$ cat config.mk
export PLATFORM = sky130hd
export DESIGN_NAME = issue_bw_alloc
export DESIGN_NICKNAME = d
export VERILOG_FILES = /design/src/rtl/issue_bw_pkg.sv /design/src/rtl/issue_bw_carry.sv /design/src/rtl/issue_bw_lane.sv /design/src/rtl/issue_bw_alloc.sv
export SDC_FILE = /design/constraint.sdc
export NUM_CORES = 1
export LEC_CHECK = 0
export BUFFER_PORTS_ARGS = -buffer_cell sky130_fd_sc_hd__buf_2
export CAP_MARGIN = 0
export CELL_PAD_IN_SITES_DETAIL_PLACEMENT = 1
export CELL_PAD_IN_SITES_GLOBAL_PLACEMENT = 2
export CORE_MARGIN = 1.5
export CORE_UTILIZATION = 35
export DETAILED_ROUTE_END_ITERATION = 8
export PLACE_DENSITY = 0.9
export SLEW_MARGIN = 5
export SYNTH_ARGS = -nofsm -noshare
export SYNTH_HDL_FRONTEND = slang
export SYNTH_HIERARCHICAL = 1
export SYNTH_SLANG_ARGS = --single-unit
$ cat constraint.sdc
create_clock -name clk -period 7.7 [get_ports clk]
set_clock_uncertainty 0.15 [all_clocks]
set_input_delay 1.155 -clock clk [delete_from_list [all_inputs] [get_ports clk]]
set_output_delay 1.155 -clock clk [all_outputs]
set_load 0.02 [all_outputs]
$ cat src/rtl/issue_bw_pkg.sv
package issue_bw_pkg;

  // Outcome of the leftover handling at the start of a cycle.
  typedef enum logic [1:0] {
    CARRY_NONE   = 2'd0,
    CARRY_DRAIN  = 2'd1,
    CARRY_FINISH = 2'd2
  } carry_phase_e;

  // Registered leftover state.
  typedef struct packed {
    logic       pend;
    logic       grp_end;
    logic [7:0] left;
  } carry_state_t;

endpackage

$ cat src/rtl/issue_bw_carry.sv
module issue_bw_carry #(
  parameter int ISSUE_W = 4,
  parameter int UOP_W   = 4
) (
  input  logic             pend_i,
  input  logic             grp_end_i,
  input  logic [UOP_W-1:0] left_i,
  output logic             pend_o,
  output logic [UOP_W-1:0] left_o,
  output logic [UOP_W-1:0] bw_start_o,
  output issue_bw_pkg::carry_phase_e phase_o
);
  import issue_bw_pkg::*;

  localparam logic [UOP_W-1:0] WIDTH_U = UOP_W'(ISSUE_W);

  always_comb begin
    phase_o    = CARRY_NONE;
    pend_o     = 1'b0;
    left_o     = '0;
    bw_start_o = WIDTH_U;
    if (pend_i) begin
      if (left_i > WIDTH_U) begin
        phase_o    = CARRY_DRAIN;
        pend_o     = 1'b1;
        left_o     = left_i - WIDTH_U;
        bw_start_o = '0;
      end else begin
        phase_o    = CARRY_FINISH;
        bw_start_o = grp_end_i ? '0 : (WIDTH_U - left_i);
      end
    end
  end

endmodule

$ cat src/rtl/issue_bw_lane.sv
module issue_bw_lane #(
  parameter int ISSUE_W = 4,
  parameter int UOP_W   = 4
) (
  input  logic             open_i,
  input  logic             valid_i,
  input  logic             begin_i,
  input  logic             end_i,
  input  logic [UOP_W-1:0] uops_i,
  input  logic [UOP_W-1:0] bw_i,
  input  logic [UOP_W-1:0] issued_i,
  output logic             acc_o,
  output logic             open_o,
  output logic             carry_o,
  output logic [UOP_W-1:0] carry_amt_o,
  output logic [UOP_W-1:0] bw_o,
  output logic [UOP_W-1:0] issued_o
);

  localparam logic [UOP_W-1:0] WIDTH_U = UOP_W'(ISSUE_W);

  logic wide, fits, group_ok;

  always_comb begin
    wide        = uops_i > WIDTH_U;
    fits        = uops_i <= bw_i;
    group_ok    = !begin_i || (issued_i == '0);
    acc_o       = open_i && valid_i && group_ok && (wide || fits);
    carry_o     = acc_o && wide;
    carry_amt_o = uops_i - bw_i;
    open_o      = acc_o && !wide;
    bw_o        = bw_i;
    issued_o    = issued_i;
    if (carry_o) begin
      bw_o = '0;
    end else if (acc_o) begin
      bw_o     = end_i ? '0 : (bw_i - uops_i);
      issued_o = issued_i + uops_i;
    end
  end

endmodule

$ cat src/rtl/issue_bw_alloc.sv
module issue_bw_alloc #(
  parameter int ISSUE_W = 4,
  parameter int LANES   = 3,
  parameter int UOP_W   = 4,
  localparam int BW_W   = $clog2(ISSUE_W + 1)
) (
  input  logic                   clk,
  input  logic                   rst,
  input  logic                   stall_i,
  input  logic [LANES-1:0]       lane_valid_i,
  input  logic [LANES*UOP_W-1:0] lane_uops_i,
  input  logic [LANES-1:0]       lane_begin_i,
  input  logic [LANES-1:0]       lane_end_i,
  output logic [LANES-1:0]       accept_o,
  output logic [BW_W-1:0]        bw_left_o,
  output logic                   carry_busy_o,
  output logic [UOP_W-1:0]       carry_left_o
);
  import issue_bw_pkg::*;

  localparam logic [UOP_W-1:0] WIDTH_U = UOP_W'(ISSUE_W);

  logic             pend_q, grp_end_q;
  logic [UOP_W-1:0] left_q, bw_q;

  logic             pend_s;
  logic [UOP_W-1:0] left_s, bw_start;
  carry_phase_e     phase;

  logic [LANES:0]   open_c;
  logic [UOP_W-1:0] bw_c  [LANES+1];
  logic [UOP_W-1:0] iss_c [LANES+1];
  logic [LANES-1:0] carry_v;
  logic [UOP_W-1:0] carry_amt [LANES];

  logic             pend_d, grp_end_d;
  logic [UOP_W-1:0] left_d, bw_d;

  issue_bw_carry #(.ISSUE_W(ISSUE_W), .UOP_W(UOP_W)) u_carry (
    .pend_i     (pend_q),
    .grp_end_i  (grp_end_q),
    .left_i     (left_q),
    .pend_o     (pend_s),
    .left_o     (left_s),
    .bw_start_o (bw_start),
    .phase_o    (phase)
  );

  assign open_c[0] = !stall_i && !pend_s;
  assign bw_c[0]   = bw_start;
  assign iss_c[0]  = '0;

  for (genvar i = 0; i < LANES; i++) begin : g_lane
    issue_bw_lane #(.ISSUE_W(ISSUE_W), .UOP_W(UOP_W)) u_lane (
      .open_i      (open_c[i]),
      .valid_i     (lane_valid_i[i]),
      .begin_i     (lane_begin_i[i]),
      .end_i       (lane_end_i[i]),
      .uops_i      (lane_uops_i[i*UOP_W +: UOP_W]),
      .bw_i        (bw_c[i]),
      .issued_i    (iss_c[i]),
      .acc_o       (accept_o[i]),
      .open_o      (open_c[i+1]),
      .carry_o     (carry_v[i]),
      .carry_amt_o (carry_amt[i]),
      .bw_o        (bw_c[i+1]),
      .issued_o    (iss_c[i+1])
    );
  end

  // Next leftover state: a new wide acceptance overrides the drained one.
  always_comb begin
    pend_d    = pend_s;
    left_d    = left_s;
    grp_end_d = (phase == CARRY_DRAIN) ? grp_end_q : 1'b0;
    for (int i = 0; i < LANES; i++) begin
      if (carry_v[i]) begin
        pend_d    = 1'b1;
        left_d    = carry_amt[i];
        grp_end_d = lane_end_i[i];
      end
    end
    bw_d = stall_i ? '0 : bw_c[LANES];
  end

  always_ff @(posedge clk) begin
    if (rst) begin
      pend_q    <= 1'b0;
      grp_end_q <= 1'b0;
      left_q    <= '0;
      bw_q      <= WIDTH_U;
    end else begin
      pend_q    <= pend_d;
      grp_end_q <= grp_end_d;
      left_q    <= left_d;
      bw_q      <= bw_d;
    end
  end

  assign bw_left_o    = bw_q[BW_W-1:0];
  assign carry_busy_o = pend_q;
  assign carry_left_o = left_q;

endmodule

* After elaboration in Yosys (flattened, before gate mapping)
Index checks and enable logic that the tools add are counted.
** Operators by class
- $add $sub $neg :: 9
- Order comparisons :: 7
- Equal/unequal tests :: 2
- Muxes and demuxes :: 33
- Reduce and logical (&&, ||, !) cells :: 28
** Operators by type and width (number)
- two-way mux 4 bit :: 18
- subtractor 4 bit :: 5
- greater-than comparator 4 x 3 -> 1 bit (second input constant) :: 4
- logical AND 1 bit :: 14
- <= comparator 4 bit :: 3
- two-way mux 3 bit :: 4
- two-way mux 1 bit :: 9
- logical NOT 4 bit :: 2
- logical NOT 1 bit :: 6
- logical OR 1 bit :: 5
- adder 4 bit :: 1
- two-way mux 2 bit :: 2
- != test 4 x 1 -> 1 bit (second input constant) :: 1
- subtractor 3 x 4 -> 4 bit (first input constant) :: 1
- subtractor 4 x 3 -> 4 bit (second input constant) :: 1
- OR reduction 3 bit :: 1
- subtractor 3 bit :: 1
- == test 2 x 1 -> 1 bit (second input constant) :: 1
** Storage, ports and cells
- Bits in registers :: 9
- Bits of input ports :: 24
- Output and inout port bits :: 11
- Logic and storage cells :: 84

* Longest topological paths before layout
- Depth in word-level cells :: 22
- Gate-level depth with buffers :: 27
- Mapped depth without buffers :: 27

* By module
The synthesis kept the hierarchy.
** Modules (own cells, without submodules)
- issue_bw_lane (g_lane[0].u_lane ...) :: times used 2, cells each 60, area each 515.5 um^2, sequential area each 0.0 um^2
- issue_bw_lane (g_lane[2].u_lane) :: times used 1, cells each 60, area each 534.3 um^2, sequential area each 0.0 um^2
- issue_bw_alloc :: times used 1, cells each 50, area each 445.4 um^2, sequential area each 180.2 um^2
- issue_bw_carry :: times used 1, cells each 21, area each 140.1 um^2, sequential area each 0.0 um^2

* Least setup slack after synthesis
Ideal clock, no wire load.
- Path type :: input to output
- Start point :: in lane_uops_i[0]
- End point :: out accept_o[2]
- Arrival :: 4.825 ns
- Path slack :: 1.570 ns
- Stages on the path :: 22
- Cells stage by stage :: inv_1 -> ha_1 -> inv_1 -> fa_1 -> nand3_1 -> a21oi_2 -> nor4_2 -> a22o_1 -> ha_1 -> inv_1 -> fa_1 -> nand3_1 -> a21oi_2 -> nor4_2 -> a22o_1 -> ha_1 -> inv_1 -> fa_1 -> nand3_1 -> a21oi_2 -> a21o_2 -> inv_1
** RTL lines
- start: declaration :: RTL line issue_bw_alloc.sv:11 : input logic [LANES*UOP_W-1:0] lane_uops_i,
- end: declaration :: RTL line issue_bw_alloc.sv:14 : output logic [LANES-1:0] accept_o,

==> metrics.cfg <==
[status]
status=finished, final reports clean

[worst_setup_path]
endpoint=accept_o[2]
r2r_start=carry_left_o[0]
r2r_end=bw_q[2]
r2r_cells=26
cp-start-kind=register
worstSetupStartpoint=carry_left_o[0]
endpoint_kind=output port
reg2reg_slack_ns=1.94
cp.required_ns=6.39
crit_type=register to output port
critPathMaxFanout=4
cp.arrival_ns=5.55

[timing]
hold_viol=0
finalSetupTns_ns=0
tightest_slew_ns=0.6505
min_period_ns=6.859
timing.fmax_ghz=0.1458
drv_slew=0
report.final.setup_viol=0
min_period_over_period_pct=89.08
setup_slack_ns=0.8412
rsz0062_at_grt=no
slew_headroom_pct=56.48

[power]
total_power_mw=0.1718
pwr-share-clk_pct=29.7
p_leak_nw=1.103
p_seq_share_pct=28.4
p_sw_share_pct=33.79
p_sw_mw=0.05805
pwr-share-comb_pct=42.0
ir_worst_vdd_mv=0.07997
internal_power_mw=0.1137
power_density_nw_per_um2=76.06

[clock_tree]
hold_buffers=0
cts.sinks=9
clockBufferDepth=2
cts_tree=yes
clk_pin_slew_worst_paths_ns=0.04
cts_root_buf=clkbuf_8
cts_resized=0
htreeDepth=1
postCtsSetupBuffers=0
numCtsBuffers=3
clock_latency_ns=0.22

[placement]
place_congestion=0.8986
placed_cell_area_um2=2213
place_ws_ns=0.9450
dp_hpwl_um=4323
numPortBuffers=34
dpl.cell_count=341

[cells_and_area]
fin_nets=334
syn2layout_area_growth_pct=15.04
n_fill_cell=699
multi_input_area_um2=1600
design_area_um2=2258
final_cell_count_no_fill=345
layout-drive-gt1-share_pct=21.98
seq_area_um2=180.2
insertedDiodeCount=0

[global_route]
grt_pass1_vias=1753
antenna_found_initial=0
grt_pass1_wl_um=8183
grt_max_degree=12
overflow=0
track_usage_pct=16.70

[yosys]
syn_area_per_cell_um2=8.462
synthCells=232
yosys_warnings=6
netlist_area_um2=1963

[detailed_routing]
vias=1701
ant_nets=0
wire_per_inst_um=14.24
drcViolationCount=0
drtIter0Drc=34
vias_per_cell=4.930
routed_wl_um=4913
dr.pass1.iters=4

[floorplan]
rows=27
die_w_um=77.89
io_pins=35
core-area_um2=5473
die_h_um=77.89
start_util_pct=35.87
fp.dieArea_um2=6067

[hold_path]
hold_start=carry_busy_o
holdCritPathClass=register to register

[flow_run]
drv_cap=0

[how the worst min path moves through the flow]
stage / to / cells after the start / slack (ns)
final: carry_busy_o / 3 / 0.56
after global routing: carry_busy_o / 3 / 0.63
after CTS: carry_busy_o / 3 / 0.57
after detailed placement: carry_busy_o / 3 / 0.56
after global placement: carry_busy_o / 3 / 0.53
after floorplan: carry_busy_o / 3 / 0.57
[registers in the layout (all words and copies together) (netlist names)]
signal / count
bw_q: 3
carry_busy_o: 1
carry_left_o: 4
grp_end_q: 1
[cell type report]
class                      instances  share of cell area, %
clock buffer                       4                  1.994
timing repair buffer              35                  7.867
sequential                         9                  7.978
inverter                          44                  7.313
multi-input combinational        181                  70.86
tap                               72                  3.989
[cells in the final DEF (no fill, tap or decap), drive strengths merged]
cell,count
and2,1
a22o,12
nand3,6
nand2b,4
buf,35
xnor2,7
a31oi,2
nand3b,1
or2,1
nor4,5
dfxtp,9
ha,28
fa,8
nor3b,3
mux2i,2
o21ai,5
o32ai,3
mux2,4
xor2,8
o41ai,4
inv,44
or2b,1
clkbuf,4
a211oi,4
nor2b,11
nand2,6
o31ai,1
nor2,5
and2b,1
a21o,11
a21oi,14
conb,11
and4bb,1
nor3,5
and4,3
and3,3
[power by group through the flow]
stage | registers (mW) | clock network, mW | logic (mW)
finish | 0.0487 | 0.0510 | 0.0721
CTS | 0.0487 | 0.0522 | 0.0725
floorplan | 0.0504 | 0 | 0.0493
global placement | 0.0495 | 0 | 0.0703
global route | 0.0488 | 0.0544 | 0.0815
detailed placement | 0.0495 | 0 | 0.0720
[layer usage]
layer	track usage, %	vias up	part of all wire, %
met5	0	-	0
met4	2.679	0	0.73
met3	0.7059	4	3.2
met2	31.04	30	50
met1	21.51	802	46
li1	-	865	-
[stage by stage]
step,util (%),hold slack (ns)
3_3_place_gp,40.44,0.5258
5_1_grt,41.27,0.6276
2_1_floorplan,-,0.5750
4_1_cts,41.27,0.5660
6_report,41.27,0.5608
3_5_place_dp,40.44,0.5579
[worst max-delay path, cell delays in order, from the launching register on]
cell and delay [ns]:
dfxtp_1 0.33, inv_1 0.09, ha_1 0.17, nand2b_1 0.14, nand2_2 0.11, nor3b_2 0.40
inv_1 0.16, fa_1 0.46, nand3_1 0.12, a21oi_2 0.10, nor4_2 0.32, a22o_1 0.26
ha_1 0.16, inv_1 0.06, fa_1 0.39, nand3_1 0.12, a21oi_2 0.11, nor4_2 0.33
a22o_1 0.25, ha_1 0.16, inv_1 0.06, fa_1 0.39, nand3_1 0.11, a21oi_2 0.08
a21o_2 0.24, inv_1 0.06, buf_2 0.15
Note: power is estimated with default switching activity, not from simulation.
